File: src/rtl/ipv4_rx_pkg.sv
package ipv4_rx_pkg;

    typedef enum logic [3:0] {
        DROP_NONE     = 4'd0,
        DROP_VERSION  = 4'd1,
        DROP_CHECKSUM = 4'd2,
        DROP_LENGTH   = 4'd3,
        DROP_TTL      = 4'd4,
        DROP_FRAGMENT = 4'd5,
        DROP_ADDRESS  = 4'd6,
        DROP_SHORT    = 4'd7,
        DROP_OVERFLOW = 4'd8
    } drop_cause_e;

    typedef struct packed {
        logic [15:0] idx;
        logic [15:0] sum;
        logic [7:0]  hi;
        logic [3:0]  ver;
        logic [3:0]  ihl;
        logic [15:0] tot;
        logic        mf;
        logic        frag_nz;
        logic [7:0]  ttl;
        logic [31:0] dst;
        logic        hdr_done;
        drop_cause_e cause;
        logic        ovf;
        logic        accept;
        logic        drop;
        drop_cause_e last_cause;
    } parse_state_t;

    function automatic logic [15:0] ones_add(input logic [15:0] a, input logic [15:0] b);
        logic [16:0] s;
        s = {1'b0, a} + {1'b0, b};
        return s[15:0] + {15'd0, s[16]};
    endfunction

endpackage

File: src/rtl/ipv4_hdr_parser.sv
module ipv4_hdr_parser
    import ipv4_rx_pkg::*;
(
    input  logic        clk,
    input  logic        rst_n,
    input  logic [31:0] local_addr,
    input  logic        rx_valid,
    input  logic [7:0]  rx_data,
    input  logic        rx_last,
    input  logic        buf_full,
    output logic        wr_en,
    output logic [7:0]  wr_data,
    output logic        wr_last,
    output logic        commit,
    output logic        rewind,
    output logic        accept_pulse,
    output logic        drop_pulse,
    output drop_cause_e drop_cause
);

    parse_state_t q, d;
    logic [15:0]  hdr_bytes;
    drop_cause_e  verdict;
    drop_cause_e  final_cause;

    always_comb begin
        hdr_bytes = (q.ihl < 4'd5) ? 16'd20 : {10'd0, q.ihl, 2'b00};
    end

    always_comb begin
        d           = q;
        d.accept    = 1'b0;
        d.drop      = 1'b0;
        wr_en       = 1'b0;
        wr_data     = rx_data;
        wr_last     = 1'b0;
        commit      = 1'b0;
        rewind      = 1'b0;
        verdict     = DROP_NONE;
        final_cause = DROP_NONE;
        if (rx_valid) begin
            if (!q.hdr_done) begin
                case (q.idx)
                    16'd0: begin d.ver = rx_data[7:4]; d.ihl = rx_data[3:0]; end
                    16'd2: d.tot[15:8] = rx_data;
                    16'd3: d.tot[7:0]  = rx_data;
                    16'd6: begin d.mf = rx_data[5]; d.frag_nz = |rx_data[4:0]; end
                    16'd7: d.frag_nz = q.frag_nz | (|rx_data);
                    16'd8: d.ttl = rx_data;
                    default: ;
                endcase
                if (q.idx >= 16'd16 && q.idx <= 16'd19) d.dst = {q.dst[23:0], rx_data};
                if (!q.idx[0]) d.hi = rx_data;
                else           d.sum = ones_add(q.sum, {q.hi, rx_data});
                if (q.idx != 16'd0 && q.idx == hdr_bytes - 16'd1) begin
                    if (d.ver != 4'd4 || d.ihl < 4'd5)  verdict = DROP_VERSION;
                    else if (d.sum != 16'hFFFF)         verdict = DROP_CHECKSUM;
                    else if (d.tot < hdr_bytes)         verdict = DROP_LENGTH;
                    else if (d.ttl == 8'd0)             verdict = DROP_TTL;
                    else if (d.mf || d.frag_nz)         verdict = DROP_FRAGMENT;
                    else if (d.dst != local_addr)       verdict = DROP_ADDRESS;
                    else                                verdict = DROP_NONE;
                    d.hdr_done = 1'b1;
                    d.cause    = verdict;
                end
            end else if (q.cause == DROP_NONE && q.idx < q.tot) begin
                if (buf_full) begin
                    d.ovf = 1'b1;
                end else if (!q.ovf) begin
                    wr_en   = 1'b1;
                    wr_last = (q.idx == q.tot - 16'd1);
                end
            end
            if (q.idx != 16'hFFFF) d.idx = q.idx + 16'd1;
            if (rx_last) begin
                if (!d.hdr_done)                final_cause = DROP_SHORT;
                else if (d.cause != DROP_NONE)  final_cause = d.cause;
                else if (d.ovf)                 final_cause = DROP_OVERFLOW;
                else if (d.idx < q.tot)         final_cause = DROP_SHORT;
                else                            final_cause = DROP_NONE;
                if (final_cause == DROP_NONE) begin
                    commit   = 1'b1;
                    d.accept = 1'b1;
                end else begin
                    rewind       = 1'b1;
                    d.drop       = 1'b1;
                    d.last_cause = final_cause;
                end
                d.idx      = 16'd0;
                d.sum      = 16'd0;
                d.hi       = 8'd0;
                d.ver      = 4'd0;
                d.ihl      = 4'd0;
                d.tot      = 16'd0;
                d.mf       = 1'b0;
                d.frag_nz  = 1'b0;
                d.ttl      = 8'd0;
                d.dst      = 32'd0;
                d.hdr_done = 1'b0;
                d.cause    = DROP_NONE;
                d.ovf      = 1'b0;
            end
        end
    end

    always_ff @(posedge clk) begin
        if (!rst_n) q <= '0;
        else        q <= d;
    end

    assign accept_pulse = q.accept;
    assign drop_pulse   = q.drop;
    assign drop_cause   = q.last_cause;

endmodule

File: src/rtl/ipv4_rx_buffer.sv
module ipv4_rx_buffer #(
    parameter int DEPTH = 64
) (
    input  logic       clk,
    input  logic       rst_n,
    input  logic       wr_en,
    input  logic [7:0] wr_data,
    input  logic       wr_last,
    input  logic       commit,
    input  logic       rewind,
    output logic       full,
    output logic       rd_valid,
    output logic [7:0] rd_data,
    output logic       rd_last,
    input  logic       rd_ack
);

    localparam int AW = $clog2(DEPTH);
    localparam int PW = AW + 1;

    typedef struct packed {
        logic [PW-1:0] wr;
        logic [PW-1:0] cm;
        logic [PW-1:0] rd;
    } ptr_t;

    ptr_t q, d;
    logic [8:0] mem [DEPTH];
    logic       do_write;

    assign full     = (q.wr - q.rd) == PW'(DEPTH);
    assign rd_valid = (q.rd != q.cm);
    assign do_write = wr_en && !full && !rewind;
    assign {rd_last, rd_data} = mem[q.rd[AW-1:0]];

    always_comb begin
        d = q;
        if (rd_valid && rd_ack) d.rd = q.rd + PW'(1);
        if (rewind) begin
            d.wr = q.cm;
        end else begin
            if (do_write) d.wr = q.wr + PW'(1);
            if (commit)   d.cm = d.wr;
        end
    end

    always_ff @(posedge clk) begin
        if (!rst_n) q <= '0;
        else        q <= d;
    end

    always_ff @(posedge clk) begin
        if (do_write) mem[q.wr[AW-1:0]] <= {wr_last, wr_data};
    end

endmodule

File: src/rtl/ipv4_rx_filter.sv
module ipv4_rx_filter
    import ipv4_rx_pkg::*;
#(
    parameter int DEPTH = 64
) (
    input  logic        clk,
    input  logic        rst_n,
    input  logic [31:0] local_addr,
    input  logic        rx_valid,
    input  logic [7:0]  rx_data,
    input  logic        rx_last,
    output logic        host_valid,
    output logic [7:0]  host_data,
    output logic        host_last,
    input  logic        host_ack,
    output logic        accept_pulse,
    output logic        drop_pulse,
    output logic [3:0]  drop_cause
);

    logic        wr_en;
    logic [7:0]  wr_data;
    logic        wr_last;
    logic        commit;
    logic        rewind;
    logic        buf_full;
    drop_cause_e cause_w;

    ipv4_hdr_parser u_parser (
        .clk          (clk),
        .rst_n        (rst_n),
        .local_addr   (local_addr),
        .rx_valid     (rx_valid),
        .rx_data      (rx_data),
        .rx_last      (rx_last),
        .buf_full     (buf_full),
        .wr_en        (wr_en),
        .wr_data      (wr_data),
        .wr_last      (wr_last),
        .commit       (commit),
        .rewind       (rewind),
        .accept_pulse (accept_pulse),
        .drop_pulse   (drop_pulse),
        .drop_cause   (cause_w)
    );

    assign drop_cause = cause_w;

    ipv4_rx_buffer #(.DEPTH(DEPTH)) u_buffer (
        .clk      (clk),
        .rst_n    (rst_n),
        .wr_en    (wr_en),
        .wr_data  (wr_data),
        .wr_last  (wr_last),
        .commit   (commit),
        .rewind   (rewind),
        .full     (buf_full),
        .rd_valid (host_valid),
        .rd_data  (host_data),
        .rd_last  (host_last),
        .rd_ack   (host_ack)
    );

endmodule

File: config.mk
export PLATFORM = sky130hd
export DESIGN_NAME = ipv4_rx_filter
export DESIGN_NICKNAME = d
export VERILOG_FILES = /design/src/rtl/ipv4_rx_pkg.sv /design/src/rtl/ipv4_hdr_parser.sv /design/src/rtl/ipv4_rx_buffer.sv /design/src/rtl/ipv4_rx_filter.sv
export SDC_FILE = /design/constraint.sdc
export NUM_CORES = 1
export LEC_CHECK = 0
export BUFFER_PORTS_ARGS = -buffer_cell sky130_fd_sc_hd__buf_2
export CAP_MARGIN = 20
export CORE_MARGIN = 5
export CORE_UTILIZATION = 50
export CTS_CLUSTER_DIAMETER = 120
export CTS_CLUSTER_SIZE = 24
export DETAILED_ROUTE_END_ITERATION = 6
export PLACE_DENSITY_LB_ADDON = 0.05
export SYNTH_ARGS = -nofsm -noshare
export SYNTH_HDL_FRONTEND = slang
export SYNTH_SLANG_ARGS = --single-unit
export TNS_END_PERCENT = 20
File: constraint.sdc
create_clock -name clk -period 10.6 [get_ports clk]
set_clock_uncertainty 0.05 [all_clocks]
set_input_delay 2.12 -clock clk [delete_from_list [all_inputs] [get_ports clk]]
set_output_delay 2.12 -clock clk [all_outputs]
set_load 0.01 [all_outputs]
==> results.json <==
{
  "die_x_um": 264.3,
  "crit_fanout": 23,
  "cp.arrival_ns": 8.52,
  "layout_min_cycle_time_ns": 8.363,
  "clock_power_share_pct": 32.9,
  "first_pass_iters": 6,
  "grt_pass1_wl_mm": 128.7,
  "fin_crit_sh_pct": 78.90,
  "cts_setup_buffers": 0,
  "drc": 0,
  "synth.distinct_cells": 80,
  "gp_congestion": 0.9017,
  "grt_use_total_pct": 24.38,
  "p_per_area_nw_per_um2": 137.8,
  "cap_violations": 0,
  "synthArstFlopShare_pct": 0,
  "cp-start-kind": "input port",
  "rr_worst_depth": 21,
  "cts_hold_buf": 0,
  "synth.avg_cell_area_sq_um": 15.03,
  "seqPwrFrac_pct": 63.5,
  "p_leak_nw": 10.91,
  "die-area_sq_um": 69870,
  "first_iter_violations": 2061,
  "status": "finished clean",
  "cts.reportedPaths.clkPinSlew_ns": 0.11,
  "grt_overflow_total": 0,
  "hold_depth": 2,
  "vias": 19370,
  "internal-power_w": 0.003772,
  "top_level_ports": 61,
  "drive_gt1_share_pct": 19.49,
  "antenna_found_initial": 3,
  "yosysMostFrequentCell": "edfxtp_1",
  "synth-edff-count": 576,
  "cts_tree": "built",
  "yosys_register_bits": 721,
  "dieHeight_um": 264.3,
  "drtAntennaViolNets": 0,
  "grt_pass1_vias": 19000,
  "stdcell_count": 3037,
  "clk_path_buf_depth": 3,
  "dp.final_hpwl_mm": 58.31,
  "io_buffers": 60,
  "area_growth_pct": 7.706,
  "synthTopCellsByArea": "edfxtp_1 (53%), mux4_2 (13%), dfxtp_1 (9.0%)",
  "htreeDepth": 2,
  "synth_top_area_share_pct": 53.48,
  "worstPathRequired_ns": 10.76,
  "vdd_drop_max_mv": 0.1138,
  "fin_nets": 2273,
  "cp-end-kind": "flip-flop",
  "netSwitchingFraction_pct": 21.39,
  "clock_latency_ns": 0.60,
  "floorplan.initialDensity_pct": 50.35,
  "synthCells": 2152,
  "mappedNetlistArea_sq_um": 32340,
  "clock-sinks": 721,
  "fp-row-count": 93,
  "hold_class": "flip-flop to flip-flop",
  "cts-root-buf": "clkbuf_16",
  "combinationalPowerShare_pct": 3.6,
  "post_cts_resized": 0,
  "grt_max_degree": 74,
  "switchingPower_w": 0.001027,
  "synth_top_area_cell": "edfxtp_1",
  "ys_seq_area_share_pct": 62.45,
  "wire_per_inst_um": 28.68,
  "critPathKind": "input port to flip-flop",
  "dp.cells": 2969,
  "synth_warnings": 0,
  "fmax_mhz": 119.6,
  "rsz0062_at_grt": "false",
  "worstMarginPinSlew_ns": 1.218,
  "drv_slew": 0,
  "hold_violations": 0,
  "relSlewSlack_pct": 18.57,
  "vias_per_cell": 6.376,
  "ys.flop_type": "edfxtp_1",
  "syn_nets": 2264,
  "numCtsBuffers": 36,
  "setup_tns_ns": 0,
  "core_sq_um": 64230,
  "routed_wl_mm": 87.11,
  "setup_violations": 0,
  "ys_top_cells_by_count": "edfxtp_1 (576), nor2_1 (192), mux4_2 (189)"
}
layout make-up:
| cell class | instances | area [sq um] |
|---|---|---|
| multi-input cells | 1237 | 11620 |
| inverters | 59 | 222.7 |
| clock inverters | 4 | 67.56 |
| repair buffers | 106 | 650.6 |
| flip-flops and latches | 721 | 20210 |
| clock buffers | 54 | 989.7 |
| well taps | 855 | 1070 |
| diodes | 1 | 2.502 |
| fillers | 5251 | 29400 |
final timing paths:
path              slack, ns       startpoint                  end
setup / recovery       2.24       rx_data[0]  u_buffer.mem[47][3]
hold / removal         0.43   u_parser.q[82]       u_parser.q[82]
setup reg to reg       3.62  u_parser.q[103]  u_buffer.mem[47][3]
hold reg to reg        0.43   u_parser.q[82]       u_parser.q[82]
cell families after synthesis:
logic type / synth area share, %
AND/OR/NAND/NOR: 8.979
adder cells (fa/ha/maj): 2.615
multiplexers: 13.84
AO/OA/AOI/OAI: 6.132
buffers and inverters: 2.491
flip-flops: 62.45
XOR/XNOR: 3.493
power by group through the flow:
stage	Sequential (W)	Combinational [W]	Clock (W)
finish	0.00305	0.000173	0.00158
global route	0.00305	0.000186	0.00172
global placement	0.00311	0.000172	0
CTS	0.00305	0.000174	0.00161
floorplan	0.00311	0.0000798	0
detailed placement	0.00311	0.000173	0
routing by layer:
layer	vias up	global-route usage, %	part of all wire, %
li1	8458	-	-
met1	10110	34.99	43
met2	701	40.91	49
met3	100	2.720	5.5
met4	0	5.510	2.5
met5	-	0	0
worst max-delay path: stages:
cell,delay [ns]
buf_2,0.27
ha_1,0.25
inv_1,0.06
fa_1,0.40
nor2b_1,0.26
o221ai_2,0.20
a211o_1,0.30
nand3b_1,0.12
a21oi_1,0.11
nor2b_1,0.12
o21ai_0,0.09
nand2b_1,0.09
ha_1,0.16
ha_1,0.20
and3_1,0.16
nand3_1,0.23
nor3_1,0.26
xor2_1,0.24
o211ai_1,0.13
a211oi_1,0.31
a41oi_1,0.28
o31a_2,0.71
nand2b_1,0.60
nor2_1,0.79
through the flow:
step	worst slack [ns]	hold slack [ns]	area (sq um)	total power (W)	utilization [%]
2_1_floorplan	2.944	0.3862	32340	0.003193	-
3_3_place_gp	1.759	0.4048	33700	0.003286	52.46
3_5_place_dp	1.632	0.4151	33710	0.003287	52.48
4_1_cts	2.205	0.4274	34770	0.004834	54.13
5_1_grt	1.880	0.4365	34830	0.004953	54.23
6_report	2.237	0.4262	34840	0.004799	54.23
state kept, by name (all words and copies together) (netlist names), named ones only:
signal                 flops
u_buffer.mem             576
u_parser.q               112
u_buffer.q                21
u_parser.drop_cause        4
u_parser.accept_pulse      1
u_parser.drop_pulse        1
layout by cell type (no fill, tap or decap), drive strengths merged, types with 44 or more instances in the layout:
cell,Yosys,final
edfxtp,576,576
nor2,193,193
mux4,189,189
dfxtp,145,145
buf,43,104
a22oi,89,89
nor4,82,82
xor2,67,67
ha,66,66
xnor2,62,62
nand2,61,61
inv,59,61
clkbuf,92,56
a21oi,53,53
nand3,44,44
(Power assumes the default switching activity.)
